==> config.mk <==
export PLATFORM = sky130hd
export DESIGN_NAME = bkpt_step_trigger
export DESIGN_NICKNAME = d
export VERILOG_FILES = /design/src/rtl/bkpt_step_trigger.sv
export SDC_FILE = /design/constraint.sdc
export NUM_CORES = 1
export LEC_CHECK = 0
export BUFFER_PORTS_ARGS = -buffer_cell sky130_fd_sc_hd__buf_2
export CELL_PAD_IN_SITES_DETAIL_PLACEMENT = 1
export CELL_PAD_IN_SITES_GLOBAL_PLACEMENT = 1
export CORE_MARGIN = 8
export CORE_UTILIZATION = 48
export DETAILED_ROUTE_END_ITERATION = 10
export PLACE_DENSITY_LB_ADDON = 0.1
export SYNTH_ARGS = -nofsm -noshare
export SYNTH_HDL_FRONTEND = slang
export SYNTH_SLANG_ARGS = --single-unit
==> constraint.sdc <==
create_clock -name clk -period 5.6 [get_ports clk]
set_input_delay 0.56 -clock clk [delete_from_list [all_inputs] [get_ports clk]]
set_output_delay 0.56 -clock clk [all_outputs]
set_load 0.01 [all_outputs]
==> src/rtl/bkpt_step_trigger.sv <==
`timescale 1ns/1ps
module bkpt_step_trigger #(
  parameter int CNT_W = 24
) (
  input  logic             clk,
  input  logic             rst_n,
  input  logic             match_a,
  input  logic             match_b,
  input  logic             retire,
  input  logic             wr_en,
  input  logic             wr_addr,
  input  logic [CNT_W-1:0] wr_data,
  output logic             dbg_req,
  output logic             irq_req
);
  localparam logic [1:0] M_OFF = 2'd0, M_OR = 2'd1, M_AND = 2'd2, M_SEQ = 2'd3;
  localparam logic [CNT_W-1:0] ONE = CNT_W'(1);

  logic [1:0]       mode;
  logic             act_irq, on_trig;
  logic             armed, spent, running;
  logic [CNT_W-1:0] cnt, reload;
  logic             hit, live, trig, arm_set, expire, act;

  wire wr_ctl = wr_en && !wr_addr;
  wire wr_cnt = wr_en &&  wr_addr;

  always_comb begin
    case (mode)
      M_OR:    hit = match_a || match_b;
      M_AND:   hit = match_a && match_b;
      M_SEQ:   hit = armed && match_b;
      default: hit = 1'b0;
    endcase
  end

  assign live    = !wr_en && !spent && (mode != M_OFF) && !(on_trig && running);
  assign trig    = live && hit;
  assign arm_set = live && (mode == M_SEQ) && !armed && match_a;
  assign expire  = !wr_en && running && retire && (cnt == ONE);
  assign act     = (trig && !on_trig) || expire;

  always_ff @(posedge clk or negedge rst_n) begin
    if (!rst_n) begin
      mode <= M_OFF; act_irq <= 1'b0; on_trig <= 1'b0;
      armed <= 1'b0; spent <= 1'b0; running <= 1'b0;
      cnt <= '0; reload <= '0;
    end else if (wr_ctl) begin
      mode    <= wr_data[1:0];
      act_irq <= wr_data[2];
      on_trig <= wr_data[3];
      armed   <= 1'b0;
      spent   <= 1'b0;
      running <= 1'b0;
      cnt     <= '0;
    end else if (wr_cnt) begin
      reload <= wr_data;
      if (!on_trig) begin
        cnt     <= wr_data;
        running <= !spent && (wr_data != '0);
      end
    end else begin
      if (trig && on_trig) begin
        cnt     <= reload;
        running <= (reload != '0);
      end else if (running && retire) begin
        cnt <= cnt - ONE;
      end
      if (trig)         armed <= 1'b0;
      else if (arm_set) armed <= 1'b1;
      if (act) begin
        spent   <= 1'b1;
        running <= 1'b0;
      end
    end
  end

  always_ff @(posedge clk or negedge rst_n) begin
    if (!rst_n) begin
      dbg_req <= 1'b0;
      irq_req <= 1'b0;
    end else begin
      dbg_req <= act && !act_irq;
      irq_req <= act &&  act_irq;
    end
  end

  assert_one_shot_R10: assert property (@(posedge clk) disable iff (!rst_n)
    (dbg_req || irq_req) |=> !(dbg_req || irq_req));

  assert_spent_quiet_R10: assert property (@(posedge clk) disable iff (!rst_n)
    spent |=> !(dbg_req || irq_req));

  assert_count_down_R7: assert property (@(posedge clk) disable iff (!rst_n)
    (running && retire && !wr_en && cnt > ONE) |=> (cnt == $past(cnt) - ONE));

  assert_expire_fires_R6: assert property (@(posedge clk) disable iff (!rst_n)
    (running && retire && !wr_en && cnt == ONE) |=> (dbg_req || irq_req));

  assert_seq_needs_arm_R4: assert property (@(posedge clk) disable iff (!rst_n)
    (mode == M_SEQ && !armed && !running) |=> !(dbg_req || irq_req));

  assert_ctl_clears_R5: assert property (@(posedge clk) disable iff (!rst_n)
    wr_ctl |=> (!armed && !running && !spent));

  assert_write_blocks_R11: assert property (@(posedge clk) disable iff (!rst_n)
    wr_en |=> !(dbg_req || irq_req));
endmodule

---- After elaboration in Yosys (flattened, before gate mapping) ----
Cells that the tools add are included.
Widths: inputs -> output; s select.
cells by class
  bitwise gates (word level) .............. 1
  $add $sub $neg .......................... 1
  muxes and demuxes ....................... 18
  reduce and logical (&&, ||, !) cells .... 42
  equal/unequal tests ..................... 6
operator list
  cell                   number
  $mux 24                5
  $reduce_bool 24->1     2
  $eq 24x1->1 const B    1
  $sub 24x1->24 const B  1
  $logic_and 1x1->1      21
  $mux 1                 12
  $reduce_and 2->1       5
  $reduce_bool 4->1      2
  $logic_not 1->1        7
  $eq 2x2->1 const B     2
  $reduce_bool 2->1      2
  $ne 3x3->1 const B     1
  $pmux 1 s3             1
  $reduce_bool 3->1      1
  $eq 2x1->1 const B     1
  $logic_or 1x1->1       2
  $ne 2x2->1 const B     1
  $not 1->1              1
word-level totals
  logic and storage cells ................. 78
  output and inout port bits .............. 2
  bits of input ports ..................... 31
  bits in registers ....................... 57

---- Depth between registers and ports, before layout ----
Gate-level depths: netlist (run 1).
  depth after elaboration ................. 11
  depth in mapped cells ................... 8

---- Worst setup path before layout (run 1) ----
Ideal clock, no wire load.
  kind .................................... register to register
  start point ............................. reg cnt[12]
  end point ............................... reg cnt[23]
  period minus slack after synthesis ...... 2406 ps
  path buffers ............................ 2
  path slack .............................. 3194 ps
  arrival ................................. 2273 ps
  setup time .............................. 133 ps
  cell stages (with the launch flop) ...... 9
  path through ............................ dfrtp_1 -> buf_6 -> or4_4 -> buf_6 -> or2_4 -> or4b_4 -> xnor2_2 -> a22oi_2 -> o211ai_2
on the way
  longest elaborated chain between the ends .. 5
ends and longest elaborated chain
  element                   RTL line  RTL
  start: declaration        22        logic [CNT_W-1:0] cnt, reload;
  start signal: assignment  59        cnt <= wr_data;
  start signal: assignment  64        cnt <= reload;
  start signal: assignment  67        cnt <= cnt - ONE;
  $sub 24x1->24             67
  $mux 24                   66        end else if (running && retire) begin
  $mux 24                   63        if (trig && on_trig) begin
  $mux 24                   56        end else if (wr_cnt) begin
  $mux 24                   48        end else if (wr_ctl) begin
No other way between the ends. The select of a mux whose other input is x is not followed.
A chain may end at the register's enable or synchronous reset.

---- Worst setup path after layout (run 1) ----
  start point ............................. in wr_en
  end point ............................... reg cnt[6]
on the way
  longest elaborated chain between the ends .. 9
  elaborated cells on any way between the ends .. 14
  classes of those cells .................. eq/ne: 1; mux: 3; reduce/logical: 10
ends and longest elaborated chain
  element                         RTL line  RTL
  start: declaration              10        input logic wr_en,
  $logic_not 1->1                 37        assign live = !wr_en && !spent && (mode != M_OFF) && !(on_trig && running);
  $logic_and 1x1->1 (3 in a row)  37
  $logic_and 1x1->1               38        assign trig = live && hit;
  $logic_and 1x1->1               63
  $mux 24                         63
  $mux 24                         56
  $mux 24                         48
Several ways; a longest one is shown, not always the timed one.

==> results of run 1 <==
## metal layers
layer,global-route usage [%],routed length [µm],up-vias
li1,-,-,1359
met1,28.4,4550,1456
met2,31.5,4390,56
met3,3.27,312,16
met4,9.32,169,0
met5,0,0,-
## final timing paths
check	start	end	slack (ns)	cells past startpoint
max	wr_en	cnt[6]$_DFFE_PN0P_	2.39	7
min	rst_n	cnt[20]$_DFFE_PN0P_	0.37	2
max reg2reg	on_trig$_DFFE_PN0P_	cnt[6]$_DFFE_PN0P_	2.46	6
min reg2reg	act_irq$_DFFE_PN0P_	dbg_req$_DFF_PN0_	0.44	1
max in group asynchronous	rst_n	cnt[21]$_DFFE_PN0P_	4.71	2
min in group clk	act_irq$_DFFE_PN0P_	dbg_req$_DFF_PN0_	0.44	1
## where the power goes
| part | internal (mW) | switching [mW] | total [mW] |
|---|---|---|---|
| Sequential | 0.488 | 0.0915 | 0.579 |
| Combinational | 0.166 | 0.223 | 0.388 |
| Clock | 0.242 | 0.163 | 0.405 |
| Total | 0.895 | 0.478 | 1.37 |
## metrics by stage
stage / utilization [%] / total power, mW / cell area (µm²)
3_5_place_dp: 53.0 / 0.965 / 3380
6_report: 56.2 / 1.37 / 3590
4_1_cts: 56.2 / 1.38 / 3590
2_1_floorplan: - / 0.855 / 3180
3_3_place_gp: 53.0 / 0.941 / 3380
5_1_grt: 56.2 / 1.46 / 3590
## state kept, by name (all words and copies together) (netlist names)
name	count
reload	24
on_trig	1
cnt	24
dbg_req	1
running	1
irq_req	1
spent	1
act_irq	1
mode	2
armed	1
## final cells by class
| cell class | count | share of cell area (%) |
|---|---|---|
| Timing Repair Buffer | 36 | 5.30 |
| Clock buffer | 14 | 4.81 |
| Tap cell | 77 | 2.68 |
| Multi-Input combinational cell | 282 | 46.0 |
| Clock inverter | 2 | 0.976 |
| Inverter | 5 | 0.523 |
| Sequential cell | 57 | 39.7 |
## layout by cell type, fill, tap and decap left out, drive strengths merged, types with 4 or more instances in the layout
| master | Yosys | final |
|---|---|---|
| nand2 | 93 | 93 |
| dfrtp | 57 | 57 |
| buf | 6 | 36 |
| nor2 | 29 | 29 |
| o21ai | 18 | 18 |
| nor4 | 16 | 16 |
| a21oi | 14 | 14 |
| clkbuf | 13 | 14 |
| nor3 | 12 | 12 |
| xnor2 | 7 | 7 |
| o211ai | 6 | 6 |
| inv | 5 | 5 |
| nand4 | 5 | 5 |
| nand3 | 5 | 5 |
| xor2 | 5 | 5 |
| mux2 | 5 | 5 |
| nor2b | 4 | 4 |
| o221ai | 4 | 4 |
| mux2i | 4 | 4 |
| a211oi | 4 | 4 |
| o31ai | 4 | 4 |
## logic make-up after synthesis
family	count (synthesis)
compound gates	75
xor+xnor	12
fa+ha+maj	2
buf+inv	24
flops	57
mux	9
simple gates	184
## critical path, cell delays in order
cell      delay, ns
buf_2          0.23
nor2_1         0.14
nor4b_1        0.35
and3_1         1.03
o21bai_1       0.65
a211oi_1       0.36
a221o_1        0.15
==> metrics.yaml, run 1 <==
synthAdderAreaFrac_pct: 0.788
synth_edf_count: 0
period_share_pct: 57.4
avgSynthCellArea_um2: 8.75
whs_ns: 0.370
maxCapViolCount: 0
die_h_um: 97.3
setup_ws_ns: 2.39
setup_tns_ns: 0
cts_setup_buffers: 0
syn2layout_area_growth_pct: 13.1
grt_max_degree: 58
dr.pass1.iters: 5
start_util_pct: 49.7
core_area_um2: 6390
cp_max_fo: 31
final.setup_skew_ns: 0.0113
final_hold_viol_count: 0
vias_per_cell: 6.10
place_ws_ns: 2.11
critPathArrivalTime_ns: 3.48
slew_headroom_pct: 19.5
synth_seq_cells: 57
fin_crit_ns: 3.21
grt_pass1_vias: 3144
place_congestion: 0.837
htreeDepth: 3
synth_compound_area_share_pct: 16.7
hp-class: "in2async"
cts_tree: "done"
dpl.hpwl_um: 6490
dpl.cell_count: 457
synth-simple-area-share_pct: 27.7
ant_nets: 0
multi_input_area_um2: 1650
async_flop_share_pct: 100
cp-start-kind: "input port"
yosysTopAreaCell: "dfrtp_1"
synthCells: 363
path_clk_slew_ns: 0.06
io_buffer_count: 32
diodes: 0
synth_area_um2: 3180
die_area_um2: 9470
routed_wl_um: 9420
fin_cells: 473
max_freq_mhz: 311
synth_top_family_by_area: "simple AND/OR/NAND/NOR gates"
die_x_um: 97.3
drv_slew: 0
register_area_um2: 1430
rsz0062_at_grt: "no"
path_class: "in2reg"
num-nets-final: 424
grt_usage_pct: 20.8
drive_above_1_share_pct: 17.2
cts_sinks: 57
status: "finished, final reports clean"
cts_buffers: 9
grt_first_pass_wirelength_um: 16100
route.detailed.drc: 0
synth_area_leaders: "dfrtp_1 (45%), nand2_1 (11%), nor2_1 (3.4%), nor4_1 (3.0%), o21ai_0 (2.8%)"
synth_mux_area_share_pct: 3.03
root_buffer: "clkbuf_8"
ys_seq_area_share_pct: 44.9
clk_latency_ns: 0.34
setup_violations: 0
drt-initial-drc-count: 119
yosysTopAreaCellShare_pct: 44.9
netlist_top_cells_count: "nand2_1 (93), dfrtp_1 (57), nor2_1 (29)"
required_ns: 5.87
cts_hold_buffers: 0
grt_antenna_before_repair: 0
cts_resized: 0
power_density_nw_per_um2: 382
yosys_most_used_dff: "dfrtp_1"
yosysWarnings: 0
vdd_drop_max_uv: 187
yosysMostFrequentCell: "nand2_1"
n_fill_cell: 784
ios: 33
synthXorXnorAreaFrac_pct: 3.55
yosysUniqueCellTypes: 63
rows: 29
p_leak_nw: 1.68
synth_fp_nets: 396
clk_path_buf_depth: 2
route.detailed.wl_per_inst_um: 19.9
grt-ovfl-total: 0
worstMarginPinSlew_ns: 1.20
vias: 2887
critPathCaptureType: "flop"
(Power assumes the default switching activity.)
==> run 2, diff against run 1 <==
--- a/config.mk
+++ b/config.mk
@@ -9,7 +9,7 @@
 export CELL_PAD_IN_SITES_DETAIL_PLACEMENT = 1
 export CELL_PAD_IN_SITES_GLOBAL_PLACEMENT = 1
 export CORE_MARGIN = 8
-export CORE_UTILIZATION = 48
+export CORE_UTILIZATION = 45
 export DETAILED_ROUTE_END_ITERATION = 10
 export PLACE_DENSITY_LB_ADDON = 0.1
 export SYNTH_ARGS = -nofsm -noshare
==> constraint.sdc (replaced) <==
create_clock -name clk -period 3.3 [get_ports clk]
set_input_delay 0.33 -clock clk [delete_from_list [all_inputs] [get_ports clk]]
set_output_delay 0.33 -clock clk [all_outputs]
set_load 0.01 [all_outputs]
==> run 2 against run 1 <==
Sequential cell count unchanged. Combinational power rose by 68%. Total power up 62%. Clock-buffer cell count down 1. Sequential power rose by 69%. Global-route usage fell by 0.24 points. Cell area is 0.56% higher.
==> metrics.yaml, run 2 (synthesis gave the netlist of run 1 again) <==
die_x_um: 100
power_density_nw_per_um2: 616
max_stage_delay_ns: 0.66
drv_slew: 0
final.setup_skew_ns: 0.00657
grt-ovfl-total: 0
required_ns: 3.49
num-nets-final: 428
clk_path_buf_depth: 2
cp_cell_sequence: "nor3_1, nand4_1, or4b_4, xnor2_2, a22oi_2, o211ai_2"
cts_buffers: 9
maxCapViolCount: 0
vdd_drop_max_uv: 234
cts_tree: "done"
critPathBufInv: 0
slew_headroom_pct: 26.9
route.detailed.drc: 0
final_hold_viol_count: 0
setup_violations: 0
dpl.hpwl_um: 6700
fin_crit_ns: 2.64
critPathCaptureType: "flop"
clk_latency_ns: 0.34
grt_antenna_before_repair: 0
critPathArrivalTime_ns: 2.83
rsz0062_at_grt: "no"
htreeDepth: 3
max_freq_mhz: 379
place_congestion: 0.860
drt-initial-drc-count: 100
grt_max_degree: 47
drive_above_1_share_pct: 18.0
period_share_pct: 80.0
die_area_um2: 10000
cp-start-kind: "flop"
cts_setup_buffers: 0
die_h_um: 100
grt_first_pass_wirelength_um: 16300
timing.rr.start: "cnt[8]$_DFFE_PN0P_"
final_common_cell: "nand2_1"
syn2layout_area_growth_pct: 13.7
register_area_um2: 1430
rows: 30
path_delay_family: "simple AND/OR/NAND/NOR gates"
slowest_stage: "or4b_4"
routed_wl_um: 9360
vias_per_cell: 5.78
route.detailed.wl_per_inst_um: 18.9
worstMarginPinSlew_ns: 1.09
status: "finished, final reports clean"
cts_resized: 0
grt_usage_pct: 20.5
layout_common_cells: "nand2_1 (93), dfrtp_1 (57), buf_2 (32)"
io_buffer_count: 32
core_area_um2: 6830
path_clk_slew_ns: 0.07
ant_nets: 0
dr.pass1.iters: 4
cts_sinks: 57
setup.worst_path.start: "cnt[8]$_DFFE_PN0P_"
reg_top3: "cnt x24, reload x24, mode x2"
whs_ns: 0.183
n_fill_cell: 819
cts_hold_buffers: 0
ios: 33
p_leak_nw: 1.69
setup_tns_ns: 0
start_util_pct: 46.5
diodes: 0
grt_pass1_vias: 3229
cp_max_fo: 10
path_class: "reg2reg"
multi_input_area_um2: 1650
vias: 2866
root_buffer: "clkbuf_8"
hp-class: "in2async"
[run 2: cell count changes in the layout (fill, tap and decap cells not counted)]
cell       change
bufinv_16      -1
buf_4          +4
clkbuf_8       -1
clkinv_2       +2
[run 2: layer usage]
metal	vias to the layer above	wire (µm)	track usage, %
met5	-	0	0
met4	0	115	7.33
met3	11	289	3.25
met2	46	4550	33.6
met1	1438	4410	26.7
li1	1371	-	-
[run 2: report_power, final]
group	switching, mW	leakage (nW)	internal (mW)
clock	0.279	0.0932	0.310
combinational	0.370	0.869	0.283
sequential	0.153	0.726	0.827
[run 2: metrics by stage]
step / instances / util [%] / instance area [µm²] / setup WS, ns / total power [mW]
2_1_floorplan: 363 / - / 3180 / 0.894 / 1.45
6_report: 496 / 52.9 / 3610 / 0.659 / 2.22
3_5_place_dp: 480 / 50.3 / 3440 / 0.601 / 1.64
4_1_cts: 496 / 52.9 / 3610 / 0.676 / 2.24
3_3_place_gp: 480 / 50.3 / 3440 / 0.736 / 1.61
5_1_grt: 496 / 52.9 / 3610 / 0.494 / 2.38
[run 2: area by class of cell]
| type | instances | area share (%) |
|---|---|---|
| clock buffer | 13 | 4.40 |
| clock inverter | 3 | 0.416 |
| inverter | 5 | 0.520 |
| multi-input combinational | 282 | 45.7 |
| sequential | 57 | 39.5 |
| tap | 96 | 3.33 |
| timing repair buffer | 40 | 6.10 |
[run 2: path summary, 6_finish.rpt]
path | cells past startpoint | slack (ns) | to
min reg2reg | 1 | 0.46 | dbg_req$_DFF_PN0_
min in group clk | 3 | 0.22 | reload[13]$_DFFE_PN0P_
min | 1 | 0.18 | cnt[6]$_DFFE_PN0P_
max in group asynchronous | 2 | 2.37 | reload[17]$_DFFE_PN0P_
max | 6 | 0.66 | cnt[23]$_DFFE_PN0P_
max reg2reg | 6 | 0.66 | cnt[23]$_DFFE_PN0P_
